**src/rtl/cfg_bar_pkg.sv**
```systemverilog
package cfg_bar_pkg;

  typedef enum logic [2:0] {
    BK_NONE  = 3'd0,
    BK_MEM32 = 3'd1,
    BK_MEM64 = 3'd2,
    BK_IO    = 3'd3,
    BK_UPPER = 3'd4
  } bar_kind_e;

  // Region size after the minimum for the slot kind is applied.
  function automatic int unsigned eff_szlog2(bar_kind_e k, int unsigned szlog2);
    case (k)
      BK_MEM32, BK_MEM64: return (szlog2 < 4) ? 4 : szlog2;
      BK_IO:              return (szlog2 < 2) ? 2 : szlog2;
      default:            return 0;
    endcase
  endfunction

  function automatic logic [31:0] writable_mask(bar_kind_e k, int unsigned szlog2);
    case (k)
      BK_MEM32, BK_MEM64, BK_IO: return ~((32'd1 << eff_szlog2(k, szlog2)) - 32'd1);
      BK_UPPER:                  return 32'hFFFF_FFFF;
      default:                   return 32'h0;
    endcase
  endfunction

  function automatic logic [31:0] attr_bits(bar_kind_e k, logic pref);
    case (k)
      BK_IO:    return 32'h1;
      BK_MEM32: return {28'd0, pref, 3'b000};
      BK_MEM64: return {28'd0, pref, 3'b100};
      default:  return 32'h0;
    endcase
  endfunction

  function automatic logic [63:0] window_mask(bar_kind_e k, int unsigned szlog2);
    return (64'd1 << eff_szlog2(k, szlog2)) - 64'd1;
  endfunction

  function automatic logic decodes(bar_kind_e k);
    return (k == BK_MEM32) || (k == BK_MEM64) || (k == BK_IO);
  endfunction

endpackage

```
**src/rtl/cfg_bar_slot.sv**
```systemverilog
module cfg_bar_slot
  import cfg_bar_pkg::*;
#(
  parameter bar_kind_e   KIND   = BK_NONE,
  parameter int unsigned SZLOG2 = 12,
  parameter bit          PREF   = 1'b0
) (
  input  logic        clk,
  input  logic        rst_n,
  input  logic        wr_en,
  input  logic [3:0]  be,
  input  logic [31:0] wdata,
  output logic [31:0] rd_value,
  output logic [31:0] base_bits
);

  localparam logic [31:0] WMASK = writable_mask(KIND, SZLOG2);
  localparam logic [31:0] ATTR  = attr_bits(KIND, PREF);

  logic [31:0] held_q;

  always_ff @(posedge clk or negedge rst_n) begin
    if (!rst_n) begin
      held_q <= '0;
    end else if (wr_en) begin
      for (int b = 0; b < 4; b++) begin
        if (be[b]) held_q[b*8 +: 8] <= wdata[b*8 +: 8] & WMASK[b*8 +: 8];
      end
    end
  end

  assign base_bits = held_q;
  assign rd_value  = held_q | ATTR;

  // Sizing read-back after an all-ones write
  assert_sizing_readback_R3: assert property (@(posedge clk) disable iff (!rst_n)
    (wr_en && be == 4'hF && wdata == 32'hFFFF_FFFF) |=> (rd_value == (WMASK | ATTR)));

  // A disabled byte lane keeps its value
  assert_byte0_kept_R6: assert property (@(posedge clk) disable iff (!rst_n)
    (wr_en && !be[0]) |=> (rd_value[7:0] == $past(rd_value[7:0])));

  assert_byte3_kept_R6: assert property (@(posedge clk) disable iff (!rst_n)
    (wr_en && !be[3]) |=> (rd_value[31:24] == $past(rd_value[31:24])));

  // Without a write the register is stable
  assert_hold_without_write_R4: assert property (@(posedge clk) disable iff (!rst_n)
    !wr_en |=> $stable(rd_value));

endmodule

```
**src/rtl/cfg_bar_match.sv**
```systemverilog
module cfg_bar_match
  import cfg_bar_pkg::*;
#(
  parameter bar_kind_e   KIND   = BK_NONE,
  parameter int unsigned SZLOG2 = 12
) (
  input  logic [63:0] base,
  input  logic        req_is_io,
  input  logic [63:0] req_addr,
  input  logic        mem_en,
  input  logic        io_en,
  output logic        hit,
  output logic [63:0] offset
);

  localparam logic [63:0] WIN     = window_mask(KIND, SZLOG2);
  localparam bit          ACTIVE  = decodes(KIND);
  localparam bit          IS_IO   = (KIND == BK_IO);

  logic space_ok;

  always_comb begin
    space_ok = IS_IO ? (req_is_io && io_en) : (!req_is_io && mem_en);
    hit      = ACTIVE && space_ok && ((req_addr & ~WIN) == base);
    offset   = req_addr & WIN;
  end

endmodule

```
**src/rtl/cfg_bar_bank.sv**
```systemverilog
module cfg_bar_bank
  import cfg_bar_pkg::*;
#(
  parameter int unsigned NUM_SLOTS = 6,
  // 3 bits per slot, slot 0 in the low bits (values of bar_kind_e)
  parameter logic [NUM_SLOTS*3-1:0] SLOT_KIND   = {3'd0, 3'd1, 3'd3, 3'd4, 3'd2, 3'd1},
  // 5 bits per slot: log2 of the region size in bytes
  parameter logic [NUM_SLOTS*5-1:0] SLOT_SZLOG2 = {5'd0, 5'd16, 5'd8, 5'd0, 5'd20, 5'd12},
  parameter logic [NUM_SLOTS-1:0]   SLOT_PREF   = 6'b010010,
  localparam int unsigned SEL_W = (NUM_SLOTS > 1) ? $clog2(NUM_SLOTS) : 1
) (
  input  logic             clk,
  input  logic             rst_n,
  input  logic             cfg_we,
  input  logic [SEL_W-1:0] cfg_sel,
  input  logic [3:0]       cfg_be,
  input  logic [31:0]      cfg_wdata,
  output logic [31:0]      cfg_rdata,
  input  logic             cmd_mem_en,
  input  logic             cmd_io_en,
  input  logic             req_valid,
  input  logic             req_is_io,
  input  logic [63:0]      req_addr,
  output logic             rsp_valid,
  output logic             rsp_hit,
  output logic [SEL_W-1:0] rsp_bar,
  output logic [63:0]      rsp_offset
);

  logic [31:0]          rd_value  [NUM_SLOTS];
  logic [31:0]          base_bits [NUM_SLOTS];
  logic [63:0]          base64    [NUM_SLOTS];
  logic [63:0]          offset_w  [NUM_SLOTS];
  logic [NUM_SLOTS-1:0] hit_vec;

  for (genvar i = 0; i < NUM_SLOTS; i++) begin : g_slot
    localparam bar_kind_e   K_I  = bar_kind_e'(SLOT_KIND[3*i +: 3]);
    localparam int unsigned SZ_I = int'(SLOT_SZLOG2[5*i +: 5]);

    cfg_bar_slot #(.KIND(K_I), .SZLOG2(SZ_I), .PREF(SLOT_PREF[i])) u_slot (
      .clk       (clk),
      .rst_n     (rst_n),
      .wr_en     (cfg_we && (cfg_sel == SEL_W'(i))),
      .be        (cfg_be),
      .wdata     (cfg_wdata),
      .rd_value  (rd_value[i]),
      .base_bits (base_bits[i])
    );

    if (K_I == BK_MEM64 && i + 1 < NUM_SLOTS) begin : g_pair
      assign base64[i] = {base_bits[i+1], base_bits[i]};
    end else begin : g_single
      assign base64[i] = {32'd0, base_bits[i]};
    end

    cfg_bar_match #(.KIND(K_I), .SZLOG2(SZ_I)) u_match (
      .base      (base64[i]),
      .req_is_io (req_is_io),
      .req_addr  (req_addr),
      .mem_en    (cmd_mem_en),
      .io_en     (cmd_io_en),
      .hit       (hit_vec[i]),
      .offset    (offset_w[i])
    );
  end

  // Configuration read mux; indices past the bank read zero
  always_comb begin
    cfg_rdata = '0;
    for (int i = 0; i < NUM_SLOTS; i++) begin
      if (cfg_sel == SEL_W'(i)) cfg_rdata = rd_value[i];
    end
  end

  // Lowest index wins
  logic             pick_found;
  logic [SEL_W-1:0] pick_idx;
  logic [63:0]      pick_off;

  always_comb begin
    pick_found = 1'b0;
    pick_idx   = '0;
    pick_off   = '0;
    for (int i = NUM_SLOTS - 1; i >= 0; i--) begin
      if (hit_vec[i]) begin
        pick_found = 1'b1;
        pick_idx   = SEL_W'(i);
        pick_off   = offset_w[i];
      end
    end
  end

  always_ff @(posedge clk or negedge rst_n) begin
    if (!rst_n) begin
      rsp_valid  <= 1'b0;
      rsp_hit    <= 1'b0;
      rsp_bar    <= '0;
      rsp_offset <= '0;
    end else begin
      rsp_valid  <= req_valid;
      rsp_hit    <= req_valid && pick_found;
      rsp_bar    <= pick_found ? pick_idx : '0;
      rsp_offset <= pick_found ? pick_off : '0;
    end
  end

  // Named events for the checks below
  logic             lookup_hit_w;
  logic [NUM_SLOTS-1:0] lower_hits_w;
  logic [2:0]       rsp_kind_w;
  logic [4:0]       rsp_szlog2_w;

  assign lookup_hit_w = req_valid && pick_found;
  assign lower_hits_w = hit_vec & ((NUM_SLOTS'(1) << pick_idx) - NUM_SLOTS'(1));
  assign rsp_kind_w   = SLOT_KIND[3*rsp_bar +: 3];

  always_comb begin
    rsp_szlog2_w = SLOT_SZLOG2[5*rsp_bar +: 5];
    if (rsp_kind_w == 3'(BK_IO) && rsp_szlog2_w < 5'd2) rsp_szlog2_w = 5'd2;
    else if (rsp_kind_w != 3'(BK_IO) && rsp_szlog2_w < 5'd4) rsp_szlog2_w = 5'd4;
  end

  assert_rsp_follows_req_R9: assert property (@(posedge clk) disable iff (!rst_n)
    req_valid |=> rsp_valid);

  assert_offset_in_window_R9: assert property (@(posedge clk) disable iff (!rst_n)
    rsp_hit |-> ((rsp_offset >> rsp_szlog2_w) == 64'd0));

  assert_hit_enabled_R8: assert property (@(posedge clk) disable iff (!rst_n)
    rsp_hit |-> ($past(req_is_io) ? $past(cmd_io_en) : $past(cmd_mem_en)));

  assert_hit_on_decoder_R8: assert property (@(posedge clk) disable iff (!rst_n)
    rsp_hit |-> (rsp_kind_w == 3'(BK_MEM32) || rsp_kind_w == 3'(BK_MEM64) ||
                 rsp_kind_w == 3'(BK_IO)));

  assert_lowest_wins_R10: assert property (@(posedge clk) disable iff (!rst_n)
    lookup_hit_w |-> (lower_hits_w == '0));

  assert_hit_only_on_request_R9: assert property (@(posedge clk) disable iff (!rst_n)
    rsp_hit |-> rsp_valid);

endmodule

```
**config.mk**
```make
export PLATFORM = sky130hd
export DESIGN_NAME = cfg_bar_bank
export DESIGN_NICKNAME = d
export VERILOG_FILES = /design/src/rtl/cfg_bar_pkg.sv /design/src/rtl/cfg_bar_slot.sv /design/src/rtl/cfg_bar_match.sv /design/src/rtl/cfg_bar_bank.sv
export SDC_FILE = /design/constraint.sdc
export NUM_CORES = 1
export LEC_CHECK = 0
export BUFFER_PORTS_ARGS = -buffer_cell sky130_fd_sc_hd__buf_2
export CORE_UTILIZATION = 55
export CTS_CLUSTER_SIZE = 28
export DETAILED_ROUTE_END_ITERATION = 10
export GPL_ROUTABILITY_DRIVEN = 0
export PLACE_DENSITY_LB_ADDON = 0.25
export SLEW_MARGIN = 20
export SYNTH_ARGS = -nofsm -noshare
export SYNTH_HDL_FRONTEND = slang
export SYNTH_SLANG_ARGS = --single-unit
```
**constraint.sdc**
```tcl
create_clock -name clk -period 4.8 [get_ports clk]
set_input_delay 0.96 -clock clk [delete_from_list [all_inputs] [get_ports clk]]
set_output_delay 0.96 -clock clk [all_outputs]
set_load 0.03 [all_outputs]
```
# ---- Word-level counts from Yosys, hierarchy flattened
# Cells that the tools add are included.
dict set report totals {
  register_bits 173
  input_bits 110
  output_inout_bits 101
  elab_cells 75
}
dict set report op_classes {
  eq_ne 9
  n_mux 20
  reduce_logical 28
}
# op n
set op_table {}
lappend op_table {{$mux 64} 4}
lappend op_table {{$mux 32} 6}
lappend op_table {{$eq 56x24->1} 1}
lappend op_table {{$eq 52x20->1} 1}
lappend op_table {{$eq 48x16->1} 1}
lappend op_table {{$eq 44x44->1} 1}
lappend op_table {{$reduce_and 2->1} 14}
lappend op_table {{$mux 16} 1}
lappend op_table {{$mux 3} 5}
lappend op_table {{$logic_and 1x1->1} 12}
lappend op_table {{$eq 3x2->1 const B} 2}
lappend op_table {{$eq 3x3->1 const B} 2}
lappend op_table {{$mux 1} 4}
lappend op_table {{$eq 3x1->1 const B} 1}
lappend op_table {{$logic_not 3->1} 1}
lappend op_table {{$logic_not 1->1} 1}

# ---- Longest topological paths before layout
# Gate-level depths: netlist of the first run.
dict set report depth {
  word_depth 8
  ltp_mapped 7
  ltp_nobuf 5
}

# ---- Modules after synthesis
# A second synthesis of the first run with hierarchy kept.
dict set report hier_totals {
  hier_cells 1914
  area_unflattened_um2 17500.5
}
# mod instances cells_per_inst area_each_um2 seq_area_each_um2
set by_module_without_submodules {}
lappend by_module_without_submodules {cfg_bar_bank 1 677 6055.8 1726.7}
lappend by_module_without_submodules {{cfg_bar_slot (g_slot[2].u_slot)} 1 100 1426.4 800.8}
lappend by_module_without_submodules {{cfg_bar_match (g_slot[3].u_match)} 1 162 1201.2 0.0}
lappend by_module_without_submodules {{cfg_bar_slot (g_slot[3].u_slot)} 1 93 1197.4 600.6}
lappend by_module_without_submodules {{cfg_bar_match (g_slot[0].u_match)} 1 148 1111.1 0.0}
lappend by_module_without_submodules {{cfg_bar_match (g_slot[4].u_match)} 1 146 1088.5 0.0}
lappend by_module_without_submodules {{cfg_bar_slot (g_slot[0].u_slot)} 1 88 1076.0 500.5}
lappend by_module_without_submodules {{cfg_bar_match (g_slot[1].u_match)} 1 139 1072.3 0.0}
lappend by_module_without_submodules {{cfg_bar_match (g_slot[2].u_match ...)} 2 66 491.7 0.0}
lappend by_module_without_submodules {{cfg_bar_slot (g_slot[4].u_slot)} 1 84 960.9 400.4}
lappend by_module_without_submodules {{cfg_bar_slot (g_slot[1].u_slot)} 1 80 843.3 300.3}
lappend by_module_without_submodules {{cfg_bar_slot (g_slot[5].u_slot)} 1 65 484.2 0.0}

# ---- Worst setup path after synthesis of the first run
# Ideal clock, no wire load.
dict set report synth_path {
  path_kind {input port to output port}
  from {input port cfg_sel[0]}
  to {output port cfg_rdata[30]}
  arrival_time_ns 2.496
  required_ns 3.840
  slack_ns 1.344
  cell_stages 6
  n_path_buf 3
  path_cell_list {buf_2 -> buf_2 -> buf_2 -> mux4_2 -> inv_1 -> o21ai_0}
}
dict set report synth_via {
  elab_chain_cells 7
  elab_cells_between_ends 12
  classes_between {eq/ne (5); mux (6); reduce/logical (1)}
}
# element line_no
set synth_lines {}
lappend synth_lines {{from (decl)} cfg_bar_bank.sv:15} ;# input logic [SEL_W-1:0] cfg_sel,
lappend synth_lines {{$logic_not 3->1} cfg_bar_bank.sv:71} ;# if (cfg_sel == SEL_W'(i)) cfg_rdata = rd_value[i];
lappend synth_lines {{$mux 32 (5 in series)} cfg_bar_bank.sv:71}
lappend synth_lines {{$mux 32 *} cfg_bar_bank.sv:71}
lappend synth_lines {{to (decl)} cfg_bar_bank.sv:18} ;# output logic [31:0] cfg_rdata,
# Every way passes the cells marked *; elsewhere a longest branch is shown, timed or not.

# ---- Worst setup path in the final report of the first run
dict set report layout_path {
  from {input port cfg_sel[0]}
  to {output port cfg_rdata[28]}
}
# Same word-level chain as after synthesis.

==> results of run 1 <==
## area by class of cell
type	instances	area, sq um
clock buffers	18	439
clock inverters	14	178
fillers	957	4120
inverters	30	113
multi-input cells	439	3710
flip-flops and latches	129	3230
well taps	172	215
repair buffers	172	878
## state kept, by name, summed over array words and instances, names as in the netlist
signal,cells
rsp_hit,1
rsp_bar,3
rsp_valid,1
g_slot.u_slot.base_bits,104
rsp_offset,20
## synth_stat cells, types with 2 or more instances
cell type	number
clkbuf_1	10
and2_1	6
nand2_1	21
nand3_1	6
a22oi_1	7
xnor2_1	95
nand2b_1	4
nor2_2	6
nor3b_2	4
nor4_1	12
nor2_1	14
nor4_4	2
o21ai_0	17
nor4_2	3
a41oi_1	9
buf_2	14
mux2_1	9
dfrtp_1	129
a21oi_1	2
mux2i_1	5
xor2_1	9
a211oi_2	4
nor2_4	3
buf_4	45
mux2_2	102
nor3_1	3
buf_6	4
nand4_1	25
a31oi_1	5
mux4_2	12
inv_1	30
and2b_1	2
## logic make-up (layout without fill, tap and decap cells)
kind of cell | after synthesis | count (layout)
simple gates | 118 | 118
xor+xnor | 104 | 104
other cells | 1 | 44
flops | 129 | 129
buf+inv | 104 | 234
compound gates | 45 | 45
mux | 128 | 128
## stage by stage
step,power (mW),util,cells,cell area [sq um]
2_1_floorplan,2.14,-,672,7540
3_3_place_gp,2.41,0.632,942,8140
3_5_place_dp,2.43,0.632,942,8140
4_1_cts,3.79,0.680,974,8760
5_1_grt,3.94,0.680,974,8760
6_report,3.79,0.680,974,8760
## worst reg2reg max path: cells and delay by family, from the launching register on
kind / cells / cell delay [ps]
AO/OA/AOI/OAI: 1 / 460
XOR/XNOR: 1 / 330
flip-flops: 1 / 420
AND/OR/NAND/NOR: 3 / 1210
## worst max-delay path by stage
stage / cells past startpoint / startpoint / to
detailed placement: 6 / cfg_sel[0] / cfg_rdata[29]
global route: 6 / cfg_sel[0] / cfg_rdata[28]
CTS: 6 / cfg_sel[0] / cfg_rdata[28]
finish: 6 / cfg_sel[0] / cfg_rdata[28]
global placement: 6 / cfg_sel[0] / cfg_rdata[29]
floorplan: 6 / cfg_sel[0] / cfg_rdata[30]
## layer usage
metal | wire, microns | track usage | share of wire
met2 | 9880 | 0.505 | 0.48
met5 | 0 | 0 | 0
met4 | 768 | 0.153 | 0.037
met3 | 1710 | 0.0717 | 0.082
met1 | 8390 | 0.407 | 0.40
## report_power, final
group	leakage [nW]	total [mW]	internal (mW)	switching, mW
Combinational	2.07	0.933	0.447	0.485
Clock	0.302	1.35	0.837	0.518
Sequential	1.62	1.50	1.29	0.210
Total	4.00	3.79	2.58	1.21
==> flow_summary_export.csv, run 1 <==
group,metric,value,unit
clock_network,clock_latency,430,ps
global_routing,grt_pass1_wl,32500,microns
clock_network,postCtsSetupBuffers,0,
timing,slew_violations,0,
synth,yosys_warnings,0,
critical_path,path_buf_inv,4,
job,maxCapViolations,0,
synth,synth_top_family_by_area,"multiplexers",
clock_network,cts_tree,"yes",
finish,diodes,0,
timing,final_hold_viol_count,0,
clock_network,cts_buffer_depth,2,
detailed_routing,viasPerCell,5.70,
critical_path,path_max_fanout,24,
timing,worstMarginPinSlew,774,ps
detailed_routing,drc,0,
global_routing,grt_usage,0.316,
critical_path,start_kind,"input pin",
synth,yosys-top-cells-area,"dfrtp_1 44%, mux2_2 16%, xnor2_1 11%, buf_4 4.6%, mux4_2 3.7%",
global_routing,grt_max_degree,55,
place,hpwl,15500,microns
synth,synth_flop_cell,"dfrtp_1",
detailed_routing,ant_nets,0,
floorplan,std_cell_rows,41,
detailed_routing,wl_per_cell,21.3,microns
synth,synth_compound_area_frac,0.0427,
timing,fmax,0.275,GHz
floorplan,core_area,0.0129,sq mm
clock_network,tritoncts.num_buffers,17,
critical_path,slowest_delay,580,ps
timing,layout_setup_ws,1160,ps
synth,avgSynthCellArea,11.7,sq um
synth,async_reset_ff_frac,1.00,
finish,final_cell_mix,"165 x buf_2, 129 x dfrtp_1, 102 x mux2_2",
detailed_routing,first_pass_iters,5,
critical_path,criticalPathCategory,"input pin to primary output",
power,powerDensity,433,mW/mm^2
hold_path,worstHoldStart,"g_slot[2].u_slot.base_bits[0]$_DFFE_PN0P_",
clock_network,clockRootBuffer,"clkbuf_16",
timing,slew_headroom,0.480,
place,portBuffers,166,
clock_network,htree_levels,4,
synth,ys_seq_elements,129,
synth,synth_cells,629,
timing,finalCritPeriodShare,0.759,
synth,synth_fa_ha_area_frac,0,
detailed_routing,num_vias,5547,
critical_path,r2r_cells,5,
critical_path,cp.arrival,2680,ps
floorplan,start_util,0.573,
floorplan,design.die.area,0.0139,sq mm
clock_network,clkTransAtPathRegs,50,ps
critical_path,reg2reg_to,"rsp_offset[5]$_DFF_PN0_",
clock_network,cts_hold_buf,0,
critical_path,path_common_cell,"buf_2",
critical_path,cp.required,3840,ps
timing,hold-worst-slack,539,ps
synth,synthSimpleGateAreaFrac,0.101,
synth,netlist.area_leader.share,0.437,
finish,area_growth,18.7,%
synth,synthXorXnorAreaFrac,0.123,
hold_path,holdPathEnd,"g_slot[2].u_slot.base_bits[0]$_DFFE_PN0P_",
place,post-place-ws,1200,ps
finish,final_layout_size_suffix_gt1_frac,0.428,
timing,rsz0062_at_grt,"false",
synth,synth_edf_count,0,
critical_path,end_kind,"primary output",
global_routing,grt_pass1_vias,5792,
floorplan,ios,211,
status,status,"completed",
hold_path,hp-class,"flop to flop",
synth,muxShareOfSynthArea,0.213,
detailed_routing,drt_iter0_markers,379,
timing,period_minus_slack,3640,ps
timing,finalSetupTns,0,ps
finish,final_common_cell,"buf_2",
synth,synth_seq_area_share,0.437,
synth,netlist_area,0.00738,sq mm
finish,nNetsFinal,899,
critical_path,r2r_setup_slack,2280,ps
timing,skew,7.85,ps
clock_network,cts_resized,0,
critical_path,crit_family,"buffers and inverters",
power,p_leak,4.00,nW
global_routing,grt.overflow.total,0,
clock_network,numClockSinks,129,
synth,synth_cell_types,42,
detailed_routing,wl,20700,microns
critical_path,cp_slowest_cell,"mux4_2",
synth,yosysTopAreaCell,"dfrtp_1",
floorplan,die_h,118,microns
critical_path,reg2reg_from,"g_slot[2].u_slot.base_bits[9]$_DFFE_PN0P_",
timing,setup_viol,0,
critical_path,worstPathCellList,"buf_2 -> buf_4 -> mux4_2 -> inv_1 -> o21ai_0 -> buf_2",
power,max-vdd-ir-drop,0.236,mV
global_routing,antenna_found_initial,0,
hold_path,hold_depth,1,
floorplan,die_w,118,microns
Note: power is estimated with default switching activity, not from simulation.
==> run 2: changes to the inputs <==
- CORE_UTILIZATION: 55 -> 53
- clock period: 4.8 -> 3.36 ns (I/O delays scaled with it)
==> run 2 against run 1 <==
Against the previous run: global-route usage decreased by 1.1 points; utilization decreased by 2.4 points; wire length about the same; via count decreased by 0.25%; non-clock buffer count increased by 3; first-iteration DRC count decreased by 30%; clock power increased by 41%.
==> flow_summary_export.csv, run 2 (synthesis results as in run 1) <==
group,metric,value,unit
clock_network,clkTransAtPathRegs,50,ps
clock_network,clockRootBuffer,"clkbuf_16",
timing,rsz0062_at_grt,"false",
timing,finalSetupTns,0,ps
finish,nNetsFinal,902,
clock_network,numClockSinks,129,
finish,largest_register_ffs,104,
timing,slew_violations,0,
finish,final_cell_mix,"165 x buf_2, 129 x dfrtp_1, 102 x mux2_2",
clock_network,clock_latency,430,ps
critical_path,worstPathCellList,"buf_2 -> nor2_2 -> and2_1 -> nand2_1 -> o21ai_0 -> buf_2",
clock_network,cts_buffer_depth,2,
place,hpwl,16000,microns
timing,worstMarginPinSlew,848,ps
detailed_routing,num_vias,5533,
finish,instances_no_fill,980,
finish,multiInputGateArea,0.00371,sq mm
floorplan,design.die.area,0.0144,sq mm
critical_path,slowest_delay,700,ps
power,p_leak,3.99,nW
critical_path,start_kind,"input pin",
critical_path,path_common_cell,"buf_2",
detailed_routing,wl_per_cell,21.2,microns
finish,final_common_cell,"buf_2",
hold_path,hp-class,"input pin to async pin",
power,powerDensity,612,mW/mm^2
floorplan,std_cell_rows,42,
detailed_routing,ant_nets,0,
detailed_routing,drc,0,
status,status,"completed",
finish,final_layout_size_suffix_gt1_frac,0.428,
job,maxCapViolations,0,
finish,regArea,0.00323,sq mm
detailed_routing,wl,20800,microns
global_routing,grt_usage,0.305,
clock_network,tritoncts.num_buffers,17,
detailed_routing,viasPerCell,5.65,
floorplan,die_h,120,microns
floorplan,die_w,120,microns
place,dp_cells,949,
floorplan,ios,211,
detailed_routing,first_pass_iters,5,
finish,fillers,1049,
timing,final_hold_viol_count,0,
timing,slew_headroom,0.434,
critical_path,cp.arrival,2300,ps
finish,area_growth,19.2,%
place,portBuffers,166,
critical_path,criticalPathCategory,"input pin to primary output",
clock_network,cts_hold_buf,0,
critical_path,path_max_fanout,22,
power,total_power,5.39,mW
critical_path,cp_slowest_cell,"and2_1",
finish,final_area,0.00880,sq mm
global_routing,grt.overflow.total,0,
clock_network,cts_resized,0,
critical_path,reg2reg_from,"g_slot[0].u_slot.base_bits[25]$_DFFE_PN0P_",
power,max-vdd-ir-drop,0.325,mV
critical_path,r2r_setup_slack,1140,ps
critical_path,reg2reg_to,"rsp_offset[5]$_DFF_PN0_",
finish,diodes,0,
floorplan,start_util,0.551,
floorplan,core_area,0.0134,sq mm
critical_path,end_kind,"primary output",
timing,skew,7.41,ps
timing,period_minus_slack,2970,ps
critical_path,cp.required,2690,ps
clock_network,htree_levels,4,
timing,hold-worst-slack,347,ps
global_routing,grt_max_degree,65,
place,dpl-instance-area,0.00819,sq mm
timing,finalCritPeriodShare,0.885,
global_routing,antenna_found_initial,0,
critical_path,r2r_cells,5,
clock_network,cts_tree,"yes",
timing,setup_viol,0,
timing,fmax,0.336,GHz
global_routing,grt_pass1_wl,32100,microns
global_routing,grt_pass1_vias,5678,
clock_network,postCtsSetupBuffers,0,
detailed_routing,drt_iter0_markers,267,
-- run 2: per-layer routing --
layer / track usage / vias up / part of all wire
met5: 0 / - / 0
met2: 0.498 / 292 / 0.49
met3: 0.0746 / 46 / 0.076
li1: - / 2436 / -
met4: 0.141 / 0 / 0.036
met1: 0.381 / 2759 / 0.40
-- run 2: worst max-delay path, delay by kind of cell --
kind / cells / cell delay [ps]
AO/OA/AOI/OAI: 1 / 110
AND/OR/NAND/NOR: 3 / 970
buffers and inverters: 2 / 530
-- run 2: power breakdown --
part	switching [mW]	leakage (nW)	total, mW	internal, mW
registers	0.291	1.62	2.14	1.85
logic	0.706	2.10	1.35	0.645
clock network	0.715	0.274	1.90	1.18
-- run 2: worst max path at each step --
stage                     startpoint            end  slack [ps]  depth (start not counted)
final                     cfg_sel[1]  cfg_rdata[19]         390                          6
after detailed placement  cfg_sel[1]  cfg_rdata[16]         360                          6
after global routing      cfg_sel[1]  cfg_rdata[16]         260                          6
after floorplan           cfg_sel[0]  cfg_rdata[30]         480                          6
after global placement    cfg_sel[1]  cfg_rdata[30]         420                          6
after CTS                 cfg_sel[1]  cfg_rdata[16]         370                          6
-- run 2: cell type report --
class	instances	share of cell area
flip-flops and latches	129	0.367
multi-input cells	439	0.421
well taps	176	0.0250
clock inverters	12	0.0183
inverters	30	0.0128
clock buffers	19	0.0503
repair buffers	175	0.105
-- run 2: per-stage QoR --
| step | setup slack [ps] | utilization |
|---|---|---|
| 2_1_floorplan | 480 | - |
| 3_3_place_gp | 418 | 0.611 |
| 3_5_place_dp | 360 | 0.611 |
| 4_1_cts | 367 | 0.657 |
| 5_1_grt | 262 | 0.657 |
| 6_report | 387 | 0.657 |
==> run 3: changes to the inputs <==
- ABC_AREA: unset -> 1
- CORE_UTILIZATION: 53 -> 45
==> run 3 against run 2 <==
Against the previous run: synthesized area increased by 4.9%; cell count increased by 51%; flip-flop and latch count unchanged; critical path type unchanged; utilization decreased by 11 points; register-to-register slack improved by 170 ps; largest power group unchanged.
==> flow_summary_export.csv, run 3 <==
group,metric,value,unit
status,status,"completed",
clock_network,clockRootBuffer,"clkbuf_16",
timing,period_minus_slack,3010,ps
clock_network,cts_tree,"yes",
place,dp_cells,1449,
synth,yosys-top-cells-area,"dfrtp_1 42%, nand2_1 16%, inv_1 8.1%, o21ai_0 7.0%, nor2_1 4.7%",
finish,final_cell_mix,"337 x nand2_1, 168 x inv_1, 165 x buf_2",
timing,final_hold_viol_count,0,
synth,avgSynthCellArea,7.15,sq um
power,powerDensity,571,mW/mm^2
clock_network,cts_buffer_depth,2,
power,total_power,5.25,mW
synth,synth.most_common_cell,"nand2_1",
timing,worstMarginPinSlew,768,ps
detailed_routing,drt_iter0_markers,746,
clock_network,cts_hold_buf,0,
floorplan,std_cell_rows,47,
synth,synth_seq_area_share,0.417,
job,maxCapViolations,0,
floorplan,ios,211,
timing,fmax,0.332,GHz
synth,yosys_warnings,0,
critical_path,worstPathCellList,"buf_2 -> inv_2 -> nor2_4 -> nand2_2 -> inv_1 -> nand2_1 -> o2111ai_1 -> o21ai_0 -> inv_1 -> buf_2",
finish,instances_no_fill,1483,
critical_path,start_kind,"input pin",
floorplan,design.die.area,0.0177,sq mm
synth,yosysTopAreaCell,"dfrtp_1",
global_routing,grt_max_degree,55,
critical_path,cp_slowest_cell,"inv_1",
global_routing,grt_usage,0.297,
detailed_routing,viasPerCell,5.08,
global_routing,antenna_found_initial,1,
detailed_routing,drc,0,
finish,largest_register_ffs,104,
timing,finalSetupTns,0,ps
critical_path,end_kind,"primary output",
critical_path,path_max_fanout,11,
global_routing,grt_pass1_vias,7139,
power,max-vdd-ir-drop,0.376,mV
detailed_routing,routed-wl-met3,2840,microns
critical_path,cp.required,2690,ps
power,p_leak,5.13,nW
floorplan,die_w,133,microns
place,post-place-ws,417,ps
clock_network,clkTransAtPathRegs,60,ps
timing,rsz0062_at_grt,"false",
finish,final_common_cell,"nand2_1",
place,portBuffers,166,
finish,fillers,1680,
global_routing,grt.overflow.total,0,
place,hpwl,19600,microns
synth,synth_cells,1083,
clock_network,tritoncts.num_buffers,17,
critical_path,slowest_delay,500,ps
detailed_routing,met2_length,11100,microns
global_routing,grt_pass1_wl,38800,microns
timing,skew,14.6,ps
critical_path,path_buf_inv,5,
synth,synth_edf_count,0,
clock_network,htree_levels,4,
detailed_routing,wl_per_cell,17.3,microns
synth,synth_cell_types,35,
timing,slew_headroom,0.488,
synth,synth_flop_cell,"dfrtp_1",
timing,setup_viol,0,
floorplan,start_util,0.464,
finish,final_layout_size_suffix_gt1_frac,0.196,
clock_network,numClockSinks,129,
floorplan,die_h,133,microns
critical_path,cp.arrival,2340,ps
clock_network,postCtsSetupBuffers,0,
timing,finalCritPeriodShare,0.897,
synth,ys_seq_elements,129,
timing,slew_violations,0,
critical_path,criticalPathCategory,"input pin to primary output",
detailed_routing,wl,25600,microns
detailed_routing,num_vias,7536,
detailed_routing,wl_met1,10700,microns
clock_network,cts_resized,0,
synth,async_reset_ff_frac,1.00,
floorplan,core_area,0.0167,sq mm
finish,area_growth,18.7,%
synth,netlist.area_leader.share,0.417,
detailed_routing,ant_nets,0,
synth,synth_common_cells,"337 x nand2_1, 168 x inv_1, 129 x dfrtp_1, 109 x o21ai_0, 96 x nor2_1",
detailed_routing,top_layer,"met4",
finish,nNetsFinal,1358,
hold_path,hp-class,"input pin to async pin",
clock_network,clock_latency,440,ps
timing,layout_setup_ws,346,ps
detailed_routing,first_pass_iters,6,
synth,netlist_area,0.00774,sq mm
critical_path,crit_family,"buffers and inverters",
## run 3: cell types whose count changed in the layout (fill, tap and decap cells not counted), moves of 13 or more
cell / delta
inv_2: +14
nand4_1: -20
o21ai_0: +92
xnor2_1: -64
nor2_1: +82
inv_1: +138
a21oi_1: +13
mux2_2: -100
nand2_1: +316
o21ai_1: +22
o22ai_1: +20
## run 3: path summary, 6_finish.rpt
path | from | cells past startpoint | endpoint | slack (ps)
hold reg to reg | g_slot[2].u_slot.base_bits[17]$_DFFE_PN0P_ | 2 | g_slot[2].u_slot.base_bits[17]$_DFFE_PN0P_ | 490
setup / recovery | cfg_sel[1] | 10 | cfg_rdata[16] | 350
hold / removal | rst_n | 1 | g_slot[1].u_slot.base_bits[26]$_DFFE_PN0P_ | 300
setup reg to reg | g_slot[1].u_slot.base_bits[31]$_DFFE_PN0P_ | 12 | rsp_offset[4]$_DFF_PN0_ | 1310
min in group clk | req_valid | 1 | rsp_valid$_DFF_PN0_ | 350
max in group asynchronous | rst_n | 2 | rsp_offset[9]$_DFF_PN0_ | 2280
## run 3: through the flow
stage          area, sq um  hold WS, ps   util
2_1_floorplan         7900          376      -
3_3_place_gp          8580          470  0.514
3_5_place_dp          8580          482  0.514
4_1_cts               9190          320  0.550
5_1_grt               9190          345  0.550
6_report              9190          296  0.550
## run 3: cell families after synthesis
group,count (synthesis),share of synthesized area
simple gates,482,0.259
buf+inv,250,0.151
compound gates,185,0.132
flops,129,0.417
xor+xnor,34,0.0385
mux,2,0.00291
other cells,1,0.000484
## run 3: power by group
part           internal (mW)  leakage [nW]  switching [mW]
logic                  0.417          3.19           0.827
registers               1.82          1.64           0.255
clock network           1.14         0.297           0.794
total                   3.38          5.13            1.88
## run 3: area by class of cell
| type | count | area, sq um | share of cell area |
|---|---|---|---|
| Antenna cell | 2 | 5.00 | 0.000544 |
| Clock buffer | 18 | 439 | 0.0478 |
| Clock inverter | 14 | 169 | 0.0184 |
| Inverter | 182 | 683 | 0.0743 |
| Multi-Input combinational cell | 747 | 3510 | 0.382 |
| Sequential cell | 129 | 3230 | 0.351 |
| Tap cell | 220 | 275 | 0.0299 |
| Timing Repair Buffer | 171 | 883 | 0.0961 |
## run 3: per-layer routing
metal	up-vias	GRT usage
li1	3598	-
met1	3447	0.395
met2	429	0.447
met3	62	0.0818
met4	0	0.148
met5	-	0
